File: config.mk
export PLATFORM = sky130hd
export DESIGN_NAME = ldpc_shift_scaler
export DESIGN_NICKNAME = d
export VERILOG_FILES = /design/src/rtl/ldpc_scaler_pkg.sv /design/src/rtl/ldpc_scaler_cfg.sv /design/src/rtl/ldpc_model_rom.sv /design/src/rtl/ldpc_shift_scale.sv /design/src/rtl/ldpc_entry_walker.sv /design/src/rtl/ldpc_shift_scaler.sv
export SDC_FILE = /design/constraint.sdc
export NUM_CORES = 1
export LEC_CHECK = 0
export BUFFER_PORTS_ARGS = -buffer_cell sky130_fd_sc_hd__buf_4
export CAP_MARGIN = 40
export CORE_MARGIN = 2
export CORE_UTILIZATION = 40
export CTS_CLUSTER_SIZE = 8
export DETAILED_ROUTE_END_ITERATION = 12
export PLACE_DENSITY_LB_ADDON = 0.3
export REMOVE_ABC_BUFFERS = 1
export SLEW_MARGIN = 5
export SYNTH_ARGS = -nofsm -noshare
export SYNTH_HDL_FRONTEND = slang
export SYNTH_SLANG_ARGS = --single-unit
File: constraint.sdc
create_clock -name clk_i -period 18.1 [get_ports clk_i]
set_input_delay 3.62 -clock clk_i [delete_from_list [all_inputs] [get_ports clk_i]]
set_output_delay 3.62 -clock clk_i [all_outputs]
set_load 0.005 [all_outputs]
File: src/rtl/ldpc_scaler_pkg.sv
package ldpc_scaler_pkg;
  localparam int NCOLS     = 24;
  localparam int Z0        = 96;
  localparam int LEN_MIN   = 576;
  localparam int LEN_MAX   = 2304;
  localparam int NRATES    = 5;
  localparam int LEN_W     = 12;
  localparam int RATE_W    = 3;
  localparam int ROW_W     = 4;
  localparam int COL_W     = 5;
  localparam int SHIFT_W   = 8;
  localparam int Z_W       = 7;

  typedef enum logic {RULE_FLOOR = 1'b0, RULE_MOD = 1'b1} rule_e;

  localparam logic [RATE_W-1:0] RATE_MOD_CODE = 3'd1;

  // Stub table: stands in for the real model matrices
  function automatic logic [SHIFT_W-1:0] stub_entry(input int r, input int i, input int j);
    int h;
    int p;
    h = (7 * i + 13 * j + 5 * r) % 17;
    p = ((11 * i + 29 * j + 3 * r) % 95) + 1;
    if (h < 6)       stub_entry = '1;
    else if (h == 6) stub_entry = '0;
    else             stub_entry = SHIFT_W'(p);
  endfunction
endpackage

File: src/rtl/ldpc_scaler_cfg.sv
module ldpc_scaler_cfg
  import ldpc_scaler_pkg::*;
#(
  parameter int P_LEN_W   = LEN_W,
  parameter int P_RATE_W  = RATE_W,
  parameter int P_ROW_W   = ROW_W,
  parameter int P_Z_W     = Z_W,
  parameter int P_NCOLS   = NCOLS,
  parameter int P_LEN_MIN = LEN_MIN,
  parameter int P_LEN_MAX = LEN_MAX,
  parameter int P_NRATES  = NRATES
) (
  input  logic [P_LEN_W-1:0]  len_i,
  input  logic [P_RATE_W-1:0] rate_i,
  output logic                ok_o,
  output logic [P_Z_W-1:0]    z_o,
  output rule_e               rule_o,
  output logic [P_ROW_W-1:0]  rows_o
);
  localparam logic [P_LEN_W-1:0] DIV   = P_LEN_W'(P_NCOLS);
  localparam logic [P_LEN_W-1:0] LMIN  = P_LEN_W'(P_LEN_MIN);
  localparam logic [P_LEN_W-1:0] LMAX  = P_LEN_W'(P_LEN_MAX);
  localparam logic [P_RATE_W-1:0] RMAX = P_RATE_W'(P_NRATES);

  logic [P_LEN_W-1:0] quot;
  logic [P_LEN_W-1:0] rem;
  logic               len_ok;
  logic               rate_ok;

  assign quot    = len_i / DIV;
  assign rem     = len_i % DIV;
  assign len_ok  = (len_i >= LMIN) && (len_i <= LMAX) && (rem == '0);
  assign rate_ok = rate_i < RMAX;
  assign ok_o    = len_ok && rate_ok;
  assign z_o     = P_Z_W'(quot);
  assign rule_o  = (rate_i == RATE_MOD_CODE) ? RULE_MOD : RULE_FLOOR;

  always_comb begin
    case (rate_i)
      3'd0:        rows_o = P_ROW_W'(12);
      3'd1, 3'd2:  rows_o = P_ROW_W'(8);
      default:     rows_o = P_ROW_W'(6);
    endcase
  end
endmodule

File: src/rtl/ldpc_model_rom.sv
module ldpc_model_rom
  import ldpc_scaler_pkg::*;
#(
  parameter int P_RATE_W  = RATE_W,
  parameter int P_ROW_W   = ROW_W,
  parameter int P_COL_W   = COL_W,
  parameter int P_SHIFT_W = SHIFT_W
) (
  input  logic [P_RATE_W-1:0]  rate_i,
  input  logic [P_ROW_W-1:0]   row_i,
  input  logic [P_COL_W-1:0]   col_i,
  output logic [P_SHIFT_W-1:0] entry_o
);
  logic [SHIFT_W-1:0] raw;

  always_comb begin
    raw     = stub_entry(int'(rate_i), int'(row_i), int'(col_i));
    entry_o = P_SHIFT_W'(raw);
  end
endmodule

File: src/rtl/ldpc_shift_scale.sv
module ldpc_shift_scale
  import ldpc_scaler_pkg::*;
#(
  parameter int P_SHIFT_W = SHIFT_W,
  parameter int P_Z_W     = Z_W,
  parameter int P_Z0      = Z0,
  parameter int P_Z_MIN   = LEN_MIN / NCOLS
) (
  input  logic [P_SHIFT_W-1:0] entry_i,
  input  logic [P_Z_W-1:0]     z_i,
  input  rule_e                rule_i,
  output logic [P_SHIFT_W-1:0] shift_o
);
  localparam int PW        = P_SHIFT_W + P_Z_W;
  // positive entries stay below z0, so quotient by z_min is bounded
  localparam int MOD_STEPS = (P_Z0 - 1) / P_Z_MIN;

  logic [PW-1:0]        prod;
  logic [PW-1:0]        quo;
  logic [P_SHIFT_W-1:0] zx;
  logic [P_SHIFT_W-1:0] floor_val;
  logic [P_SHIFT_W-1:0] mod_chain [MOD_STEPS+1];
  logic                 pass;

  assign prod      = PW'(entry_i) * PW'(z_i);
  assign quo       = prod / PW'(P_Z0);
  assign floor_val = P_SHIFT_W'(quo);
  assign zx        = P_SHIFT_W'(z_i);
  assign mod_chain[0] = entry_i;

  for (genvar g = 0; g < MOD_STEPS; g++) begin : g_sub
    assign mod_chain[g+1] = (mod_chain[g] >= zx) ? (mod_chain[g] - zx) : mod_chain[g];
  end

  assign pass = entry_i[P_SHIFT_W-1] || (entry_i == '0);

  always_comb begin
    if (pass)                    shift_o = entry_i;
    else if (rule_i == RULE_MOD) shift_o = mod_chain[MOD_STEPS];
    else                         shift_o = floor_val;
  end
endmodule

File: src/rtl/ldpc_entry_walker.sv
module ldpc_entry_walker
  import ldpc_scaler_pkg::*;
#(
  parameter int P_ROW_W = ROW_W,
  parameter int P_COL_W = COL_W,
  parameter int P_NCOLS = NCOLS
) (
  input  logic               clk_i,
  input  logic               rst_ni,
  input  logic               launch_i,
  input  logic [P_ROW_W-1:0] rows_i,
  output logic               busy_o,
  output logic [P_ROW_W-1:0] row_o,
  output logic [P_COL_W-1:0] col_o,
  output logic               last_o
);
  localparam logic [P_COL_W-1:0] COL_LAST = P_COL_W'(P_NCOLS - 1);

  logic col_end;

  assign col_end = col_o == COL_LAST;
  assign last_o  = busy_o && col_end && (row_o == rows_i - P_ROW_W'(1));

  always_ff @(posedge clk_i or negedge rst_ni) begin
    if (!rst_ni) begin
      busy_o <= 1'b0;
      row_o  <= '0;
      col_o  <= '0;
    end else if (launch_i) begin
      busy_o <= 1'b1;
      row_o  <= '0;
      col_o  <= '0;
    end else if (busy_o) begin
      if (last_o) begin
        busy_o <= 1'b0;
      end else if (col_end) begin
        col_o <= '0;
        row_o <= row_o + P_ROW_W'(1);
      end else begin
        col_o <= col_o + P_COL_W'(1);
      end
    end
  end
endmodule

File: src/rtl/ldpc_shift_scaler.sv
module ldpc_shift_scaler
  import ldpc_scaler_pkg::*;
#(
  parameter int P_LEN_W   = LEN_W,
  parameter int P_RATE_W  = RATE_W,
  parameter int P_ROW_W   = ROW_W,
  parameter int P_COL_W   = COL_W,
  parameter int P_SHIFT_W = SHIFT_W,
  parameter int P_Z_W     = Z_W
) (
  input  logic                 clk_i,
  input  logic                 rst_ni,
  input  logic                 start_i,
  input  logic [P_LEN_W-1:0]   len_i,
  input  logic [P_RATE_W-1:0]  rate_i,
  output logic                 entry_valid_o,
  output logic [P_ROW_W-1:0]   entry_row_o,
  output logic [P_COL_W-1:0]   entry_col_o,
  output logic [P_SHIFT_W-1:0] entry_shift_o,
  output logic                 done_o,
  output logic                 error_o
);
  logic                 cfg_ok;
  logic [P_Z_W-1:0]     cfg_z;
  rule_e                cfg_rule;
  logic [P_ROW_W-1:0]   cfg_rows;

  logic [P_Z_W-1:0]     z_q;
  rule_e                rule_q;
  logic [P_ROW_W-1:0]   rows_q;
  logic [P_RATE_W-1:0]  rate_q;

  logic                 busy;
  logic                 start_acc;
  logic                 walk_last;
  logic [P_ROW_W-1:0]   w_row;
  logic [P_COL_W-1:0]   w_col;
  logic [P_SHIFT_W-1:0] rom_entry;
  logic [P_SHIFT_W-1:0] scaled;

  assign start_acc = start_i && !busy;

  ldpc_scaler_cfg #(
    .P_LEN_W (P_LEN_W),
    .P_RATE_W(P_RATE_W),
    .P_ROW_W (P_ROW_W),
    .P_Z_W   (P_Z_W)
  ) u_cfg (
    .len_i (len_i),
    .rate_i(rate_i),
    .ok_o  (cfg_ok),
    .z_o   (cfg_z),
    .rule_o(cfg_rule),
    .rows_o(cfg_rows)
  );

  always_ff @(posedge clk_i or negedge rst_ni) begin
    if (!rst_ni) begin
      z_q    <= '0;
      rule_q <= RULE_FLOOR;
      rows_q <= '0;
      rate_q <= '0;
    end else if (start_acc && cfg_ok) begin
      z_q    <= cfg_z;
      rule_q <= cfg_rule;
      rows_q <= cfg_rows;
      rate_q <= rate_i;
    end
  end

  ldpc_entry_walker #(
    .P_ROW_W(P_ROW_W),
    .P_COL_W(P_COL_W)
  ) u_walk (
    .clk_i   (clk_i),
    .rst_ni  (rst_ni),
    .launch_i(start_acc && cfg_ok),
    .rows_i  (rows_q),
    .busy_o  (busy),
    .row_o   (w_row),
    .col_o   (w_col),
    .last_o  (walk_last)
  );

  ldpc_model_rom #(
    .P_RATE_W (P_RATE_W),
    .P_ROW_W  (P_ROW_W),
    .P_COL_W  (P_COL_W),
    .P_SHIFT_W(P_SHIFT_W)
  ) u_rom (
    .rate_i (rate_q),
    .row_i  (w_row),
    .col_i  (w_col),
    .entry_o(rom_entry)
  );

  ldpc_shift_scale #(
    .P_SHIFT_W(P_SHIFT_W),
    .P_Z_W    (P_Z_W)
  ) u_scale (
    .entry_i(rom_entry),
    .z_i    (z_q),
    .rule_i (rule_q),
    .shift_o(scaled)
  );

  always_ff @(posedge clk_i or negedge rst_ni) begin
    if (!rst_ni) begin
      entry_valid_o <= 1'b0;
      entry_row_o   <= '0;
      entry_col_o   <= '0;
      entry_shift_o <= '0;
      done_o        <= 1'b0;
      error_o       <= 1'b0;
    end else begin
      entry_valid_o <= busy;
      entry_row_o   <= w_row;
      entry_col_o   <= w_col;
      entry_shift_o <= scaled;
      done_o        <= walk_last;
      error_o       <= start_acc && !cfg_ok;
    end
  end
endmodule

==> results of run 1 <==
==> cell type report <==
cell class	count	area, sq um	area share
well taps	384	480.5	0.03567
repair buffers	128	955.9	0.07097
multi-input cells	1292	10260	0.7621
clock inverters	3	46.29	0.003437
flip-flops and latches	44	1105	0.08202
inverters	131	491.7	0.03651
clock buffers	5	125.1	0.009289
==> worst max-delay path by stage <==
stage / end / start
2_1_floorplan: entry_shift_o[0] / u_walk.col_o[2]
3_3_place_gp: entry_shift_o[3] / u_walk.col_o[2]
3_5_place_dp: entry_shift_o[1] / u_walk.col_o[2]
4_1_cts: entry_shift_o[1] / u_walk.col_o[2]
5_1_grt: entry_shift_o[4] / u_walk.col_o[2]
6_report: entry_shift_o[5] / u_walk.col_o[2]
==> what timing repair did <==
action | in CTS | in global routing
resized for setup | 2 | 68
pin swaps | 0 | 15
hold buffers | 0 | 0
endpoints found under the setup margin | 5 | 8
buffers inserted | 0 | 19
==> routing by layer <==
metal  vias to the layer above  part of all wire  GRT usage
met4                         0             0.012    0.03194
met3                        30             0.042    0.01212
met1                      5462              0.49     0.3116
met5                         -                 0          0
li1                       5707                 -          -
met2                       304              0.45     0.3401
==> flip-flops by register name, indices dropped and copies added, names as in the netlist, 3 cells and up <==
register and cells:
u_walk.col_o 5, z_q 7, entry_row_o 4, entry_col_o 5, rate_q 3, u_walk.row_o 4
entry_shift_o 8, rows_q 3
==> layout by cell type, fill, tap and decap left out, drive strengths merged, types with 35 or more instances in the layout <==
cell / instances
a211oi: 35
a21o: 39
a21oi: 90
buf: 128
dfrtp: 44
fa: 57
ha: 142
inv: 130
nand2: 113
nand3: 46
nor2: 145
nor3: 46
o21ai: 94
xnor2: 53
==> stage by stage <==
step / utilization / cell area (sq um) / setup TNS [ns]
2_1_floorplan: - / 11550 / 0
3_3_place_gp: 0.4462 / 12840 / 0
3_5_place_dp: 0.4465 / 12850 / -0.002636
4_1_cts: 0.4527 / 13030 / 0
5_1_grt: 0.4680 / 13470 / -0.6460
6_report: 0.4680 / 13470 / 0
==> kinds of logic (layout without fill, tap and decap cells) <==
logic type,after synthesis,after routing,share of synthesized area
and+or+nand+nor,516,516,0.2223
AOI/OAI and AO/OA,443,443,0.2670
adders and majority gates,202,202,0.2512
buffers and inverters,170,267,0.05736
xor gates and xnor gates,85,85,0.06578
muxes,46,46,0.04264
DFF,44,44,0.09382
==> flow_summary.yaml, run 1 <==
hold_path:
  min_delay_path_depth: 0
  holdCritPathClass: "reg2reg"
  hp-start: "u_walk.col_o[1]"
  hold_path_end: "entry_col_o[1]"
placed_design:
  pre_cts_slack_ns: -0.002636
  io_buffers: 37
  hpwl_um: 26180
  gp_congestion: 0.9364
  dp.cells: 1960
sta:
  worst_pin_slew_ns: 0.9594
  min_period_ns: 17.18
  drv_slew: 0
  hold_viol_final: 0
  fin_crit_sh: 0.9490
  fmax_ghz: 0.05822
  fin_worst_skew_ns: 0.008352
  setup_ws_ns: 0.9228
  timing.hold.ws_ns: 0.4881
  maxSlewHeadroom: 0.3545
  setup_viol: 0
synth:
  synth_flop_cell: "dfrtp_1"
  netlist_area_sq_mm: 0.01174
  yosys.area.top_type: "ha_1"
  ys_async_sr_fraction: 1.000
  synth_edf_count: 0
  ys_types: 111
  synthCells: 1506
  synth_commonest_cells: "nor2_1, ha_1, inv_1"
  syn_avg_cell_area_sq_um: 7.793
  yosysSeqAreaShare: 0.09382
  synthTopCellsByArea: "ha_1, fa_1, dfrtp_1, nor2_1, inv_1"
  yosysMostFrequentCell: "nor2_1"
  yosys_warnings: 0
  yosys_register_bits: 44
  yosysTopAreaCellShare: 0.1514
global_route:
  first_global_vias: 10980
  grt_overflow_total: 0
  grt_first_pass_wirelength_um: 54340
  grt_use_total: 0.2095
  grt_max_degree: 45
  antenna_found_initial: 0
run_status:
  status: "finished, final reports clean"
critical_path:
  ff2ff_path_depth: 80
  reg2reg_slack_ns: 0.92
  crit_required_ns: 18.27
  r2r_start: "u_walk.col_o[2]"
  r2r-end: "entry_shift_o[5]"
  path_depth: 80
  critPathSlowestCell: "or4_4"
  startpoint_type: "register"
  cp-end-kind: "register"
  cpPeakStageDelay_ns: 0.60
  cp.arrival_ns: 17.35
  crit_type: "reg2reg"
  crit_top_cell: "ha_1"
  crit_buf_inv: 8
  cp_top_family: "compound AO/OA/AOI/OAI gates"
  crit_fanout: 7
cts:
  clock_latency_ns: 0.29
  numCtsBuffers: 5
  cts_root_buffer: "clkbuf_16"
  cts_num_sinks: 44
  htreeDepth: 2
  cts_tree: "yes"
  clockBufferDepth: 2
  clk_pin_slew_ns: 0.07
routing:
  viasPerCell: 5.789
  drc_errors: 0
  drt_pass1_iterations: 5
  post_drt_wl_per_cell_um: 16.51
  drt-total-wl_um: 32810
  drtAntennaViolNets: 0
  drt-initial-drc-count: 668
  vias: 11500
floorplan:
  start_util: 0.4078
  rows: 62
  dieArea_sq_mm: 0.03073
  io_pins: 38
  fp.dieH_um: 175.3
  coreArea_sq_mm: 0.02878
  die_width_um: 175.3
layout:
  area_delta_synth_final_pct: 14.77
  fin_nets: 1819
  antenna_cells: 0
  nFillCells: 2806
  instances_no_fill: 1987
  drive_gt1_frac: 0.1603
flow_run:
  maxCapViolCount: 0
Power of run 1 is not shown: default switching activity piles up to over one toggle a cycle in this logic, so the estimate is an artifact.
==> inputs of run 2 (changes only) <==
--- a/config.mk
+++ b/config.mk
@@ -7,6 +7,8 @@
 export LEC_CHECK = 0
 export BUFFER_PORTS_ARGS = -buffer_cell sky130_fd_sc_hd__buf_4
 export CAP_MARGIN = 40
+export CELL_PAD_IN_SITES_DETAIL_PLACEMENT = 0
+export CELL_PAD_IN_SITES_GLOBAL_PLACEMENT = 1
 export CORE_MARGIN = 2
 export CORE_UTILIZATION = 40
 export CTS_CLUSTER_SIZE = 8
==> flow_summary.yaml, run 2 (synthesized netlist as in run 1, its figures left out) <==
sta:
  setup_viol: 0
  fin_worst_skew_ns: 0.003936
  fmax_ghz: 0.05838
  fin_crit_sh: 0.9463
  hold_viol_final: 0
  drv_slew: 0
  min_period_ns: 17.13
  timing.hold.ws_ns: 0.4830
  setup_ws_ns: 0.9713
  worst_pin_slew_ns: 0.9733
  maxSlewHeadroom: 0.3483
layout:
  fin_nets: 1792
  area_delta_synth_final_pct: 13.22
  antenna_cells: 0
  layout_commonest_cell: "nor2_1"
  drive_gt1_frac: 0.1517
  area.sequential_sq_mm: 0.001105
  reg_top3: "entry_shift_o: 8 flops, z_q: 7 flops"
  most-common-layout-cells: "nor2_1, ha_1, inv_1, nand2_1, buf_4"
  largest_reg_flops: 8
  top_register: "entry_shift_o"
  multi_input_area_sq_mm: 0.01031
  nFillCells: 2863
cts:
  cts_root_buffer: "clkbuf_16"
  clockBufferDepth: 2
  cts_num_sinks: 44
  cts-hold-fix-buffers: 0
  cts_tree: "yes"
  clock_latency_ns: 0.29
  clk_pin_slew_ns: 0.06
  numCtsBuffers: 5
  htreeDepth: 2
global_route:
  grt_overflow_total: 0
  grt_use_total: 0.2096
  antenna_found_initial: 1
  grt_first_pass_wirelength_um: 53740
  first_global_vias: 10600
  grt_max_degree: 45
routing:
  post_drt_wl_per_cell_um: 16.77
  drt-initial-drc-count: 734
  vias: 11370
  drtAntennaViolNets: 0
  viasPerCell: 5.805
  drc_errors: 0
  drt-total-wl_um: 32840
  drt_pass1_iterations: 7
critical_path:
  crit_top_cell: "ha_1"
  cpPeakStageDelay_ns: 0.59
  crit_required_ns: 18.27
  cp.arrival_ns: 17.30
  startpoint_type: "register"
  crit_type: "reg2reg"
  crit_fanout: 12
  crit_buf_inv: 11
  cp_top_family: "simple AND/OR/NAND/NOR gates"
  critPathSlowestCell: "or4_4"
  reg2reg_slack_ns: 0.97
  cp-end-kind: "register"
placed_design:
  gp_congestion: 0.9192
  hpwl_um: 26330
  io_buffers: 37
  pre_cts_slack_ns: -0.3125
floorplan:
  rows: 62
  fp.dieH_um: 175.3
  io_pins: 38
  coreArea_sq_mm: 0.02878
  start_util: 0.4078
  dieArea_sq_mm: 0.03073
  die_width_um: 175.3
hold_path:
  holdCritPathClass: "reg2reg"
flow_run:
  maxCapViolCount: 0
run_status:
  status: "finished, final reports clean"
==> run 2: cell count changes in the layout (fill, tap and decap cells not counted), sizes merged <==
cell / previous run / this run
buf: 128 / 100
bufinv: 1 / 0
clkinv: 2 / 3
dlymetal6s2s: 0 / 1
inv: 130 / 129
==> run 2: layout make-up <==
cell class | count | area share
multi-input cells | 1292 | 0.7758
repair buffers | 101 | 0.05753
well taps | 384 | 0.03616
flip-flops and latches | 44 | 0.08315
inverters | 131 | 0.03701
clock inverters | 2 | 0.0009416
clock buffers | 5 | 0.009416
==> run 2: worst paths after layout <==
check / end / from / depth (start not counted)
setup / recovery: entry_shift_o[5] / u_walk.col_o[2] / 82
hold / removal: entry_col_o[1] / u_walk.col_o[1] / 0
setup reg to reg: entry_shift_o[5] / u_walk.col_o[2] / 82
hold reg to reg: entry_col_o[1] / u_walk.col_o[1] / 0
max in group asynchronous: u_walk.row_o[3] / rst_ni / 1
min in group asynchronous: error_o / rst_ni / 1
==> run 2: repair_timing <==
action                     CTS  global route
pin swaps                    2            24
setup endpoints to repair    7             8
buffers inserted             0            18
gates resized for setup     13            73
cloned                       0             0
==> run 2: layer usage <==
layer / up-vias / track usage / share of wire
met5: - / 0 / 0
met4: 0 / 0.02014 / 0.0058
met3: 21 / 0.01580 / 0.040
met2: 233 / 0.3415 / 0.46
met1: 5456 / 0.3130 / 0.50
li1: 5662 / - / -
==> run 2: stage by stage <==
stage | TNS (ns) | utilization | cell area, sq um | std cells
2_1_floorplan | 0 | - | 11550 | 1467
3_3_place_gp | -0.6344 | 0.4397 | 12650 | 1933
3_5_place_dp | -1.468 | 0.4398 | 12660 | 1934
4_1_cts | 0 | 0.4465 | 12850 | 1941
5_1_grt | -0.3950 | 0.4617 | 13290 | 1959
6_report | 0 | 0.4617 | 13290 | 1959
Power of run 2 is left out for the same reason.
==> inputs of run 3 (changes only) <==
--- a/config.mk
+++ b/config.mk
@@ -18,4 +18,5 @@
 export SLEW_MARGIN = 5
 export SYNTH_ARGS = -nofsm -noshare
 export SYNTH_HDL_FRONTEND = slang
+export SYNTH_HIERARCHICAL = 1
 export SYNTH_SLANG_ARGS = --single-unit
==> flow_summary.yaml, run 3 <==
synth:
  yosysTopAreaCellShare: 0.1370
  yosysMostFrequentCell: "ha_1"
  synth_flop_cell: "dfrtp_1"
  synthCells: 1651
  yosys_register_bits: 45
  ys_async_sr_fraction: 1.000
  ys_types: 141
  synth_edf_count: 0
  yosys.area.top_type: "ha_1"
  yosys_warnings: 6
  synth_commonest_cells: "ha_1, inv_1, nand2_1"
  synthTopCellsByArea: "ha_1, fa_1, dfrtp_1, inv_1, a21oi_1"
  netlist_area_sq_mm: 0.01352
  syn_avg_cell_area_sq_um: 8.188
  yosysSeqAreaShare: 0.08330
cts:
  clockBufferDepth: 2
  htreeDepth: 2
  cts_root_buffer: "clkbuf_16"
  cts_tree: "yes"
  cts_num_sinks: 45
  clk_pin_slew_ns: 0.07
  numCtsBuffers: 5
  clock_latency_ns: 0.29
  cts-hold-fix-buffers: 0
placed_design:
  dp.cells: 2106
  io_buffers: 37
  hpwl_um: 29140
  gp_congestion: 0.8863
sta:
  fmax_ghz: 0.05812
  fin_worst_skew_ns: 0.003718
  setup_viol: 0
  timing.hold.ws_ns: 0.4690
  min_period_ns: 17.21
  fin_crit_sh: 0.9506
  maxSlewHeadroom: 0.3932
  fin_setup_tns_ns: 0
  hold_viol_final: 0
  worst_pin_slew_ns: 0.9072
  drv_slew: 0
critical_path:
  ff2ff_path_depth: 59
  crit_top_cell: "fa_1"
  cpPeakStageDelay_ns: 0.58
  crit_required_ns: 18.28
  cp_top_family: "adder cells"
  crit_fanout: 10
  startpoint_type: "register"
  cp.arrival_ns: 17.39
  reg2reg_slack_ns: 0.89
  cp-startpoint: "u_walk/col_o[1]"
  crit_type: "reg2reg"
  r2r_start: "u_walk/col_o[1]"
  critPathSlowestCell: "fa_1"
  r2r-end: "entry_shift_o[0]"
  crit_buf_inv: 5
  cp-end-kind: "register"
layout:
  area_delta_synth_final_pct: 7.997
  multi_input_area_sq_mm: 0.01168
  instances_no_fill: 2125
  drive_gt1_frac: 0.1586
  area.sequential_sq_mm: 0.001129
  layout_commonest_cell: "ha_1"
  antenna_cells: 0
  fin_nets: 1906
  most-common-layout-cells: "ha_1, inv_1, nand2_1, nor2_1, a21oi_1"
  reg_top3: "entry_shift_o: 8 flops, z_q: 7 flops"
  top_register: "entry_shift_o"
  largest_reg_flops: 8
  nFillCells: 3472
flow_run:
  maxCapViolCount: 0
routing:
  post_drt_wl_per_cell_um: 17.11
  drt-total-wl_um: 36360
  drtAntennaViolNets: 0
  drc_errors: 0
  vias: 12520
  drt-initial-drc-count: 656
  drt_pass1_iterations: 5
  viasPerCell: 5.889
global_route:
  grt_overflow_total: 0
  grt_use_total: 0.1986
  antenna_found_initial: 0
  grt_first_pass_wirelength_um: 59850
  grt_max_degree: 46
  first_global_vias: 11790
hold_path:
  holdCritPathClass: "reg2reg"
  hp-start: "u_walk/col_o[0]"
  min_delay_path_depth: 0
  hold_path_end: "entry_col_o[0]"
floorplan:
  io_pins: 38
  coreArea_sq_mm: 0.03336
  start_util: 0.4052
  fp.dieH_um: 187.8
  die_width_um: 187.8
  dieArea_sq_mm: 0.03528
  rows: 67
run_status:
  status: "finished, final reports clean"
run 3: cell count changes in the layout (fill, tap and decap cells not counted), sizes merged, moves of 8 or more:
cell	delta
or3	+12
nor2	-34
buf	-22
mux2	+19
xor2	-9
o31ai	+9
mux2i	-11
o211ai	+13
and2	+38
o2111ai	+8
nand4	-13
run 3: layout make-up:
class | instances | share of cell area
repair buffers | 78 | 0.04011
clock buffers | 5 | 0.008570
flip-flops and latches | 45 | 0.07731
well taps | 448 | 0.03840
multi-input cells | 1421 | 0.8001
clock inverters | 3 | 0.003428
inverters | 125 | 0.03214
run 3: logic make-up (layout without fill, tap and decap cells):
kind of cell / Yosys count / after routing / synth area share
AO/OA/AOI/OAI: 524 / 524 / 0.2969
XOR/XNOR: 71 / 71 / 0.05100
adder cells (fa/ha/maj): 213 / 213 / 0.2325
buffers and inverters: 185 / 211 / 0.06498
flip-flops: 45 / 45 / 0.08330
multiplexers: 54 / 54 / 0.04600
other: 1 / 1 / 0.0002774
AND/OR/NAND/NOR: 558 / 558 / 0.2250
run 3: worst max-delay path by stage:
stage                            end  slack, ns  cells after the start
floorplan           entry_shift_o[0]       0.23                     73
global placement    entry_shift_o[6]       0.48                     76
detailed placement  entry_shift_o[6]      -0.07                     75
CTS                 entry_shift_o[6]       0.02                     75
global route        entry_shift_o[6]      -0.08                     73
finish              entry_shift_o[0]       0.89                     59
run 3: per-layer routing:
metal  share of wire  global-route usage
met5               0                   0
met2            0.46              0.3274
met1            0.50              0.2924
met3           0.030             0.01235
met4           0.010             0.02423
run 3: timing repair:
action / 4_1_cts / 5_1_grt
pin swaps: 0 / 6
hold endpoints to repair: 0 / 0
gates resized for setup: 1 / 43
endpoints found under the setup margin: 7 / 8
buffers inserted: 0 / 11
run 3: through the flow:
stage                     instance area [sq um]  worst slack [ns]    util
final                                     14600            0.8938  0.4376
after global routing                      14600          -0.08329  0.4376
after CTS                                 14350           0.02181  0.4302
after detailed placement                  14170          -0.07466  0.4248
after global placement                    14170            0.4803  0.4248
after floorplan                           13110            0.2298       -
Power of run 3 is left out for the same reason.
